==> src/rtl/pisr_pkg.sv <==
package pisr_pkg;
    typedef enum logic [1:0] {
        OP_HOLD  = 2'd0,
        OP_LOAD  = 2'd1,
        OP_SHIFT = 2'd2
    } pisr_op_e;
endpackage

==> src/rtl/pisr_mode_decode.sv <==
module pisr_mode_decode
    import pisr_pkg::*;
(
    input  logic     ce_n,
    input  logic     ld_n,
    output pisr_op_e op
);
    // Enable dominates; load select picks between load and shift.
    always_comb begin
        unique case ({ce_n, ld_n})
            2'b00:   op = OP_LOAD;
            2'b01:   op = OP_SHIFT;
            default: op = OP_HOLD;
        endcase
    end
endmodule

==> src/rtl/pisr_stage_array.sv <==
module pisr_stage_array
    import pisr_pkg::*;
#(
    parameter int WIDTH = 8
) (
    input  logic             clk,
    input  logic             rst_n,
    input  pisr_op_e         op,
    input  logic             ser_in,
    input  logic [WIDTH-1:0] par_in,
    output logic [WIDTH-1:0] stages
);
    genvar i;
    generate
        for (i = 0; i < WIDTH; i++) begin : g_stage
            logic bit_q;
            logic shift_src;

            if (i == 0) begin : g_head
                assign shift_src = ser_in;
            end else begin : g_body
                assign shift_src = stages[i-1];
            end

            // State register: asynchronous clear, synchronous enable.
            always_ff @(posedge clk or negedge rst_n) begin
                if (!rst_n) begin
                    bit_q <= 1'b0;
                end else begin
                    unique case (op)
                        OP_LOAD:  bit_q <= par_in[i];
                        OP_SHIFT: bit_q <= shift_src;
                        OP_HOLD:  bit_q <= bit_q;
                        default:  bit_q <= bit_q;
                    endcase
                end
            end

            assign stages[i] = bit_q;
        end
    endgenerate
endmodule

==> src/rtl/pisr_shift8.sv <==
module pisr_shift8
    import pisr_pkg::*;
#(
    parameter int WIDTH = 8
) (
    input  logic             clk,
    input  logic             rst_n,
    input  logic             ce_n,
    input  logic             ld_n,
    input  logic             ser_in,
    input  logic [WIDTH-1:0] par_in,
    output logic             ser_out
);
    localparam int LAST = WIDTH - 1;

    pisr_op_e         op;
    logic [WIDTH-1:0] stages;

    pisr_mode_decode u_decode (
        .ce_n (ce_n),
        .ld_n (ld_n),
        .op   (op)
    );

    pisr_stage_array #(.WIDTH(WIDTH)) u_stages (
        .clk    (clk),
        .rst_n  (rst_n),
        .op     (op),
        .ser_in (ser_in),
        .par_in (par_in),
        .stages (stages)
    );

    // Output process: only the last stage is visible.
    always_comb begin
        ser_out = stages[LAST];
    end
endmodule

==> config.mk <==
export PLATFORM = sky130hd
export DESIGN_NAME = pisr_shift8
export DESIGN_NICKNAME = d
export VERILOG_FILES = /design/src/rtl/pisr_pkg.sv /design/src/rtl/pisr_mode_decode.sv /design/src/rtl/pisr_stage_array.sv /design/src/rtl/pisr_shift8.sv
export SDC_FILE = /design/constraint.sdc
export NUM_CORES = 1
export LEC_CHECK = 0
export BUFFER_PORTS_ARGS = -buffer_cell sky130_fd_sc_hd__buf_2
export CORE_AREA = 2 2 39 41
export CTS_CLUSTER_DIAMETER = 30
export DETAILED_ROUTE_END_ITERATION = 10
export DIE_AREA = 0 0 41 43
export GPL_ROUTABILITY_DRIVEN = 0
export PLACE_DENSITY_LB_ADDON = 0.1
export SKIP_LAST_GASP = 1
export SLEW_MARGIN = 20
export SYNTH_ARGS = -nofsm -noshare
export SYNTH_HDL_FRONTEND = slang
export SYNTH_HIERARCHICAL = 1
export SYNTH_SLANG_ARGS = --single-unit
==> constraint.sdc <==
create_clock -name clk -period 1.6 [get_ports clk]
set_input_delay 0.08 -clock clk [delete_from_list [all_inputs] [get_ports clk]]
set_output_delay 0.08 -clock clk [all_outputs]
set_load 0.02 [all_outputs]
Word level (Yosys, flattened, before mapping)
Cells that the tools add are included.

Input bits: 13. Logic and storage cells: 22. Bits in registers: 8.

Reduce and logical (&&, ||, !) cells: 2. Equality and inequality tests: 3. Muxes and demuxes: 9.

Operator list (number): $pmux W1 S2 (8); $eq A2 B1 Y1 const B (2); $pmux W2 S2 (1); $eq A2 B2 Y1 const B (1); $logic_not A2 Y1 (1); $reduce_bool A2 Y1 (1).

Longest topological paths before layout
Gate-level depths: netlist of the first run.

Word-level depth: 4. Gate-level depth with buffers: 6. Gate-level depth less buffers: 5.

By module
Netlist of the first run, hierarchy kept.

Modules (own cells, without submodules): pisr_stage_array (area an instance 449.2 um^2, instances 1, cells an instance 44, sequential area each 200.2 um^2); pisr_mode_decode (area an instance 17.5 um^2, instances 1, cells an instance 2, sequential area each 0.0 um^2).

Worst setup path after synthesis of the first run
Ideal clock, no wire load.

Kind: input-to-reg. Start point: in ld_n. End point: reg u_stages.g_stage[0].bit_q. Setup time: 126 ps. Cell stages on the path: 6. Setup slack: 660 ps. Arrival: 814 ps. Required time: 1474 ps. Cells stage by stage: nor2_1 inv_1 ha_1 buf_6 nand2_1 o21ai_1.

Word-level cells in the longest chain between the ends: 4. Elaborated cells between the ends (all ways): 7. Those cells by class: eq/ne (3); mux (2); reduce/logical (2).

Ends and longest elaborated chain: from (decl) (line pisr_shift8.sv:9) `input logic ld_n,`; $eq A2 B1 Y1 / $logic_not A2 Y1 (equally long branches) (line pisr_mode_decode.sv:10) `unique case ({ce_n, ld_n})`; $pmux W2 S2 (*) (line pisr_mode_decode.sv:10); $eq A2 B2 Y1 / $eq A2 B1 Y1 (equally long branches) (line pisr_stage_array.sv:30) `unique case (op)`; $pmux W1 S2 / $reduce_bool A2 Y1 (equally long branches); to (signal assigned) (line pisr_stage_array.sv:31) `OP_LOAD: bit_q <= par_in[i];`; to (signal assigned) (line pisr_stage_array.sv:32) `OP_SHIFT: bit_q <= shift_src;`; to (signal assigned) (line pisr_stage_array.sv:33) `OP_HOLD: bit_q <= bit_q;`; to (decl) (line pisr_stage_array.sv:16) `logic bit_q;`.

Every way passes the cells marked *; elsewhere a longest branch is shown, timed or not. A chain may end at the register's enable or synchronous reset.

Final worst setup path of the first run
Start point: in ce_n. End point: reg u_stages.g_stage[1].bit_q.

Word-level cells in the longest chain between the ends: 4. Elaborated cells between the ends (all ways): 7. Those cells by class: eq/ne (3); mux (2); reduce/logical (2).

Ends and longest elaborated chain: from (decl) (line pisr_shift8.sv:8) `input logic ce_n,`; $eq A2 B1 Y1 / $logic_not A2 Y1 (equally long branches) (line pisr_mode_decode.sv:10); $pmux W2 S2 (*) (line pisr_mode_decode.sv:10); net op[1] (line pisr_shift8.sv:16) `pisr_op_e op;`; $eq A2 B2 Y1 / $eq A2 B1 Y1 (equally long branches) (line pisr_stage_array.sv:30); $pmux W1 S2 / $reduce_bool A2 Y1 (equally long branches); to (signal assigned) (line pisr_stage_array.sv:31); to (signal assigned) (line pisr_stage_array.sv:32); to (signal assigned) (line pisr_stage_array.sv:33); to (decl) (line pisr_stage_array.sv:16).

The timed path passes the listed nets; every way through them passes the cells marked *.

==> out/results.tsv, run 1 <==
stage	metric	value	unit
clocking	Max clock buf depth	2	
hold_path	WHS Path Cells	3	
critical_path	CP cell instances	buf_2 -> nor2b_4 -> ha_1 -> mux2i_1 -> o21ai_1	
critical_path	worst r2r src	u_stages/g_stage[0].bit_q$_DFFE_PN0P_	
timing	RSZ-0062 raised after global routing	no	
pwr	LEAKAGE	0.000241	uW
critical_path	Reg2Reg Depth	2	
route	Iteration-0 DRC Markers	3	
timing	Final period util	60.2	%
final_layout	# nets final	69	
timing	final setup violation count	0	
route	via count	308	
critical_path	Worst setup EP type	register	
critical_path	Worst Path Buf+Inv	1	
clocking	CTS tree	built	
critical_path	data arrival time of the critical path	1.08	ns
floorplan	io pins	14	
yosys	Syn Inst Count	39	
hold_path	Hold Path Sink	u_stages/g_stage[4].bit_q$_DFFE_PN0P_	
floorplan	die span in x	41	um
timing	max-slew violation count	0	
yosys	synthesized cell area	414	um^2
floorplan	initial core utilization	29.9	%
clocking	TritonCTS buffer count	3	
global_route	routing usage on met2	13.8	%
pwr	Power Density	1030	nW/um^2
floorplan	Chip Height	43	um
critical_path	crit-path max cell delay	0.44	ns
hold_path	worst hold path class	input pin to register	
route	# DRC	0	
yosys	Avg Cell Area, Syn	10.6	um^2
pwr	peak supply drop	406	uV
global_route	grt met1 use	12.6	%
route	Routed WL	716	um
floorplan	Die Area	1760	um^2
final_layout	fin util	36.3	%
clocking	Worst-path clk slew	0.05	ns
timing	Worst Clk Skew	0.00395	ns
route	vias per cell	4.46	
critical_path	Worst Path Max Fanout	8	
yosys	syn nets	53	
final_layout	max FFs per register	8	
critical_path	startpoint types	input pin	
floorplan	Core ar.	1380	um^2
timing	Tightest Pin Transition	0.468	ns
clocking	Clock Latency Late Sink	0.25	ns
timing	Hold Vio Cnt, Final	0	
critical_path	RR Endpoint	u_stages/g_stage[1].bit_q$_DFFE_PN0P_	
critical_path	slowest cell on the critical path	ha_1	
global_route	GRT busiest layer	met2	
global_route	vias in the first global route	297	
status	outcome	completed	
critical_path	Crit path required time	1.72	ns
timing	Setup TNS Final	0	ns
global_route	total gr overflow	0	
final_layout	most frequent cells in the layout	13 x buf_2, 8 x mux2i_1, 8 x nand2_1, 8 x o21ai_1, 8 x dfrtp_1	
route	DRT Pass-1 Iters	3	
global_route	first-pass GRT wire length	1130	um
clocking	root buf cell	clkbuf_4	
yosys	Ys Warns	6	
hold_path	Worst Min Path Start	par_in[4]	
final_layout	commonest non-fill, non-tap cell in the layout	buf_2	
critical_path	R2R setup slack	0.85	ns
final_layout	Top reg by flops	u_stages/g_stage.bit_q	
final_layout	largest registers	u_stages/g_stage.bit_q x8	
route	drt wl/cell	10.4	um
timing	Max Clock Freq	1.04	GHz
final_layout	layout cells sized above 1	32.1	%
global_route	largest net degree at the start of global routing	17	
global_route	Tot GR Track Use	9.53	%
global_route	grt met3 use	1.57	%
critical_path	CP delay by family, top	adder cells	
final_layout	Layout area overhead	21.1	%
final_layout	FF+latch area	200	um^2
global_route	antenna violations before repair	0	
route	post-route ant nets	0	
final_layout	# diodes	0	
timing	minimum clock period	0.964	ns
floorplan	num rows	14	
placed_design	IO buf count	13	
clocking	Max H-tree Level	1	
critical_path	CP Class	input pin to register	
timing	Slew headroom	68.8	%
pwr	Design Power	516	uW
final_layout	Multi-input gate area	180	um^2
clocking	clk sink count	8	
run	total of max-cap violations	0	
final_layout	filler cell count	137	
placed_design	post-DP HPWL	546	um
==> worst register-to-register path, cell delays in order (launching register included) <==
cell	delay [ns]
dfrtp_1	0.38
mux2i_1	0.16
o21ai_1	0.08
==> routing by layer <==
layer,part of all wire [%],vias to the layer above
met3,7.4,0
met4,0,0
met5,0,-
li1,-,158
met1,45,141
met2,48,9
==> worst max-delay path by stage <==
stage          startpoint                                    end  slack [ns]  depth (start not counted)
2_1_floorplan        ld_n  u_stages/g_stage[0].bit_q$_DFFE_PN0P_        0.66                          6
3_3_place_gp         ce_n  u_stages/g_stage[1].bit_q$_DFFE_PN0P_        0.42                          5
3_5_place_dp         ce_n  u_stages/g_stage[1].bit_q$_DFFE_PN0P_        0.36                          5
4_1_cts              ce_n  u_stages/g_stage[1].bit_q$_DFFE_PN0P_        0.63                          5
5_1_grt              ce_n  u_stages/g_stage[1].bit_q$_DFFE_PN0P_        0.54                          6
6_report             ce_n  u_stages/g_stage[1].bit_q$_DFFE_PN0P_        0.64                          5
==> where the power goes <==
part           leakage (uW)  switching (uW)  internal [uW]
Clock             0.0000138            65.0           85.6
Sequential        0.0000987            20.0            242
Combinational      0.000129            54.4           49.2
==> metrics by stage <==
stage	hold WS, ns	cells	instance area, um^2	setup WS, ns
after global routing	0.119	69	502	0.542
after detailed placement	-0.0686	65	469	0.359
after global placement	-0.0699	65	469	0.423
final	0.110	69	502	0.636
after floorplan	-0.216	39	414	0.660
after CTS	0.100	69	502	0.632
==> final cells by class <==
cell class / count / share of cell area, %
sequential: 8 / 39.9
inverter: 1 / 0.748
clock buffer: 3 / 4.49
multi-input combinational: 27 / 35.9
timing repair buffer: 14 / 15.0
tap: 16 / 3.99
==> repair_timing <==
action / 4_1_cts / 5_1_grt
buffers inserted: 0 / 0
endpoints found under the hold margin: 8 / 0
hold buffers: 1 / 0
setup endpoints to repair: 0 / 0
gates resized for setup: 0 / 0
Power figures use the tool's default switching activity.
==> inputs of run 2 (changes only) <==
==> constraint.sdc (replaced) <==
create_clock -name clk -period 0.93 [get_ports clk]
set_input_delay 0.0465 -clock clk [delete_from_list [all_inputs] [get_ports clk]]
set_output_delay 0.0465 -clock clk [all_outputs]
set_load 0.02 [all_outputs]
==> run 2 against run 1 <==
Compared with the run above:
- flip-flop and latch count did not move
- die area unchanged
- setup slack got worse by 0.53 ns
- core utilization up 0.18 points
- clock-buffer cell count is the same
- combinational power increased by 75%
- global-route usage is 1.5 points higher
- routed wire length shrank 0.70%
- via count increased by 0.97%
- sequential share of layout area decreased by 0.20 points
- critical path depth decreased by 4
==> out/results.tsv, run 2 (synthesis results as in run 1) <==
stage	metric	value	unit	change
route	Metal-1 WL	304	um	-4.7%
route	Routed WL	711	um	-0.70%
timing	Hold Vio Cnt, Final	0		unchanged
floorplan	Core ar.	1380	um^2	unchanged
route	top sig layer	met4		
timing	Max Clock Freq	1.21	GHz	
global_route	Tot GR Track Use	11.0	%	+1.5 points
final_layout	Layout area overhead	21.8	%	
critical_path	Worst Path Max Fanout	2		-6
clocking	TritonCTS buffer count	3		unchanged
clocking	Max H-tree Level	1		unchanged
final_layout	FF+latch area	200	um^2	unchanged
pwr	Clock Power Share	29.7	%	+0.5 points
route	post-route ant nets	0		unchanged
floorplan	Chip Height	43	um	unchanged
route	via count	311		+0.97%
critical_path	CP delay by family, top	flip-flops		
pwr	LEAKAGE	0.000240	uW	-0.62%
clocking	Worst-path clk slew	0.05	ns	about the same
placed_design	Area after DPL	469	um^2	unchanged
critical_path	data arrival time of the critical path	0.78	ns	-0.30 ns
clocking	Setup Buffers After CTS	0		unchanged
floorplan	num rows	14		unchanged
timing	minimum clock period	0.828	ns	
placed_design	DP Worst Slack	-0.266	ns	-0.625 ns
final_layout	final instance area	504	um^2	+0.50%
floorplan	initial core utilization	29.9	%	unchanged
pwr	Power Density	1780	nW/um^2	+73%
timing	max-slew violation count	0		unchanged
critical_path	slowest cell on the critical path	dfrtp_1		
timing	setup ws final	0.102	ns	-0.534 ns
global_route	vias in the first global route	309		+4.0%
floorplan	die span in x	41	um	unchanged
critical_path	Crit path required time	0.88	ns	-0.84 ns
floorplan	Die Area	1760	um^2	unchanged
floorplan	io pins	14		unchanged
final_layout	most frequent cells in the layout	13 x buf_2, 8 x mux2i_1, 8 x nand2_1, 8 x o21ai_1, 8 x dfrtp_1		
final_layout	Top reg by flops	u_stages/g_stage.bit_q		
route	DR WL met3	38	um	-28%
run	total of max-cap violations	0		unchanged
pwr	peak supply drop	693	uV	+71%
route	drt wl/cell	10.3	um	-0.70%
clocking	Clock Latency Late Sink	0.25	ns	about the same
critical_path	CP Class	register to output pin		
global_route	total gr overflow	0		unchanged
pwr	Comb pwr share	20.3	%	+0.2 points
route	# DRC	0		unchanged
pwr	sw frac	27.4	%	+0.44 points
final_layout	largest registers	u_stages/g_stage.bit_q x8		
clocking	root buf cell	clkbuf_4		
route	Iteration-0 DRC Markers	1		-2
timing	Final period util	89.0	%	
route	met2 WL	337	um	-1.7%
status	outcome	completed		
clocking	CTS tree	built		
final_layout	Multi-input gate area	183	um^2	+1.4%
clocking	clk sink count	8		unchanged
final_layout	layout cells sized above 1	34.0	%	+1.9 points
global_route	largest net degree at the start of global routing	17		unchanged
pwr	Design Power	898	uW	+74%
placed_design	IO buf count	13		unchanged
critical_path	startpoint types	register		
final_layout	commonest non-fill, non-tap cell in the layout	buf_2		
pwr	Int Pwr	652	uW	+73%
critical_path	Worst Path Buf+Inv	1		unchanged
timing	Hold Slack	0.0610	ns	-0.0494 ns
timing	RSZ-0062 raised after global routing	no		
global_route	first-pass GRT wire length	1230	um	+8.6%
final_layout	filler cell count	151		+10%
pwr	Seq pwr share	50.1	%	-0.7 points
final_layout	# diodes	0		unchanged
critical_path	Worst setup EP type	output pin		
timing	Worst Clk Skew	0.00142	ns	-0.00254 ns
critical_path	CP cell instances	buf_2		
final_layout	max FFs per register	8		unchanged
pwr	Switch Pwr	246	uW	+77%
route	vias per cell	4.51		+0.97%
final_layout	fin util	36.4	%	+0.18 points
critical_path	crit-path max cell delay	0.37	ns	-0.07 ns
hold_path	worst hold path class	input pin to register		
timing	final setup violation count	0		unchanged
placed_design	post-DP HPWL	550	um	+0.71%
global_route	antenna violations before repair	0		unchanged
final_layout	# nets final	69		unchanged
timing	Slew headroom	83.3	%	+15 points
clocking	Max clock buf depth	2		unchanged
route	DRT Pass-1 Iters	2		-1
timing	Tightest Pin Transition	0.250	ns	-0.218 ns
[run 2: cell counts in the layout (fill, tap and decap cells not counted)]
Identical to the previous run, type by type.
[run 2: layout make-up]
class	instances	area share [%]
tap	16	3.97
inverter	1	0.744
sequential	8	39.7
timing repair buffer	14	14.9
multi-input combinational	27	36.2
clock buffer	3	4.47
[run 2: final timing paths]
| check | endpoint | depth (start not counted) | slack [ns] | from |
|---|---|---|---|---|
| worst max-delay path | ser_out | 1 | 0.10 | u_stages/g_stage[7].bit_q$_DFFE_PN0P_ |
| worst min-delay path | u_stages/g_stage[4].bit_q$_DFFE_PN0P_ | 3 | 0.06 | par_in[4] |
| worst max register to register | u_stages/g_stage[2].bit_q$_DFFE_PN0P_ | 2 | 0.21 | u_stages/g_stage[1].bit_q$_DFFE_PN0P_ |
| worst min register to register | u_stages/g_stage[7].bit_q$_DFFE_PN0P_ | 2 | 0.49 | u_stages/g_stage[7].bit_q$_DFFE_PN0P_ |
| max in group asynchronous | u_stages/g_stage[2].bit_q$_DFFE_PN0P_ | 2 | 0.61 | rst_n |
| min in group asynchronous | u_stages/g_stage[0].bit_q$_DFFE_PN0P_ | 2 | 0.16 | rst_n |
[run 2: worst reg2reg max path: stages (launching register included)]
cell	delay (ns)
dfrtp_1	0.38
mux2i_1	0.14
o21ai_1	0.07
[run 2: per-stage QoR]
step	instances	setup TNS (ns)
6_report	69	0
5_1_grt	69	0
4_1_cts	69	0
3_5_place_dp	65	-1.95
3_3_place_gp	65	-1.65
2_1_floorplan	39	0
[run 2: repair_timing]
| action | CTS | global route |
|---|---|---|
| hold buffers | 1 | 0 |
| endpoints found under the setup margin | 0 | 8 |
| endpoints found under the hold margin | 8 | 0 |
| resized for setup | 0 | 1 |
[run 2: power by group through the flow]
stage	registers (uW)	logic (uW)	clock network (uW)
6_report	450	182	266
3_5_place_dp	456	181	0
4_1_cts	449	184	279
5_1_grt	458	207	299
3_3_place_gp	454	173	0
2_1_floorplan	448	145	0
[run 2: metal layers]
layer  track usage, %  up-vias
met2             15.9       10
li1                 -      158
met4             12.0        0
met3             1.57        3
met1             12.1      140
met5                0        -
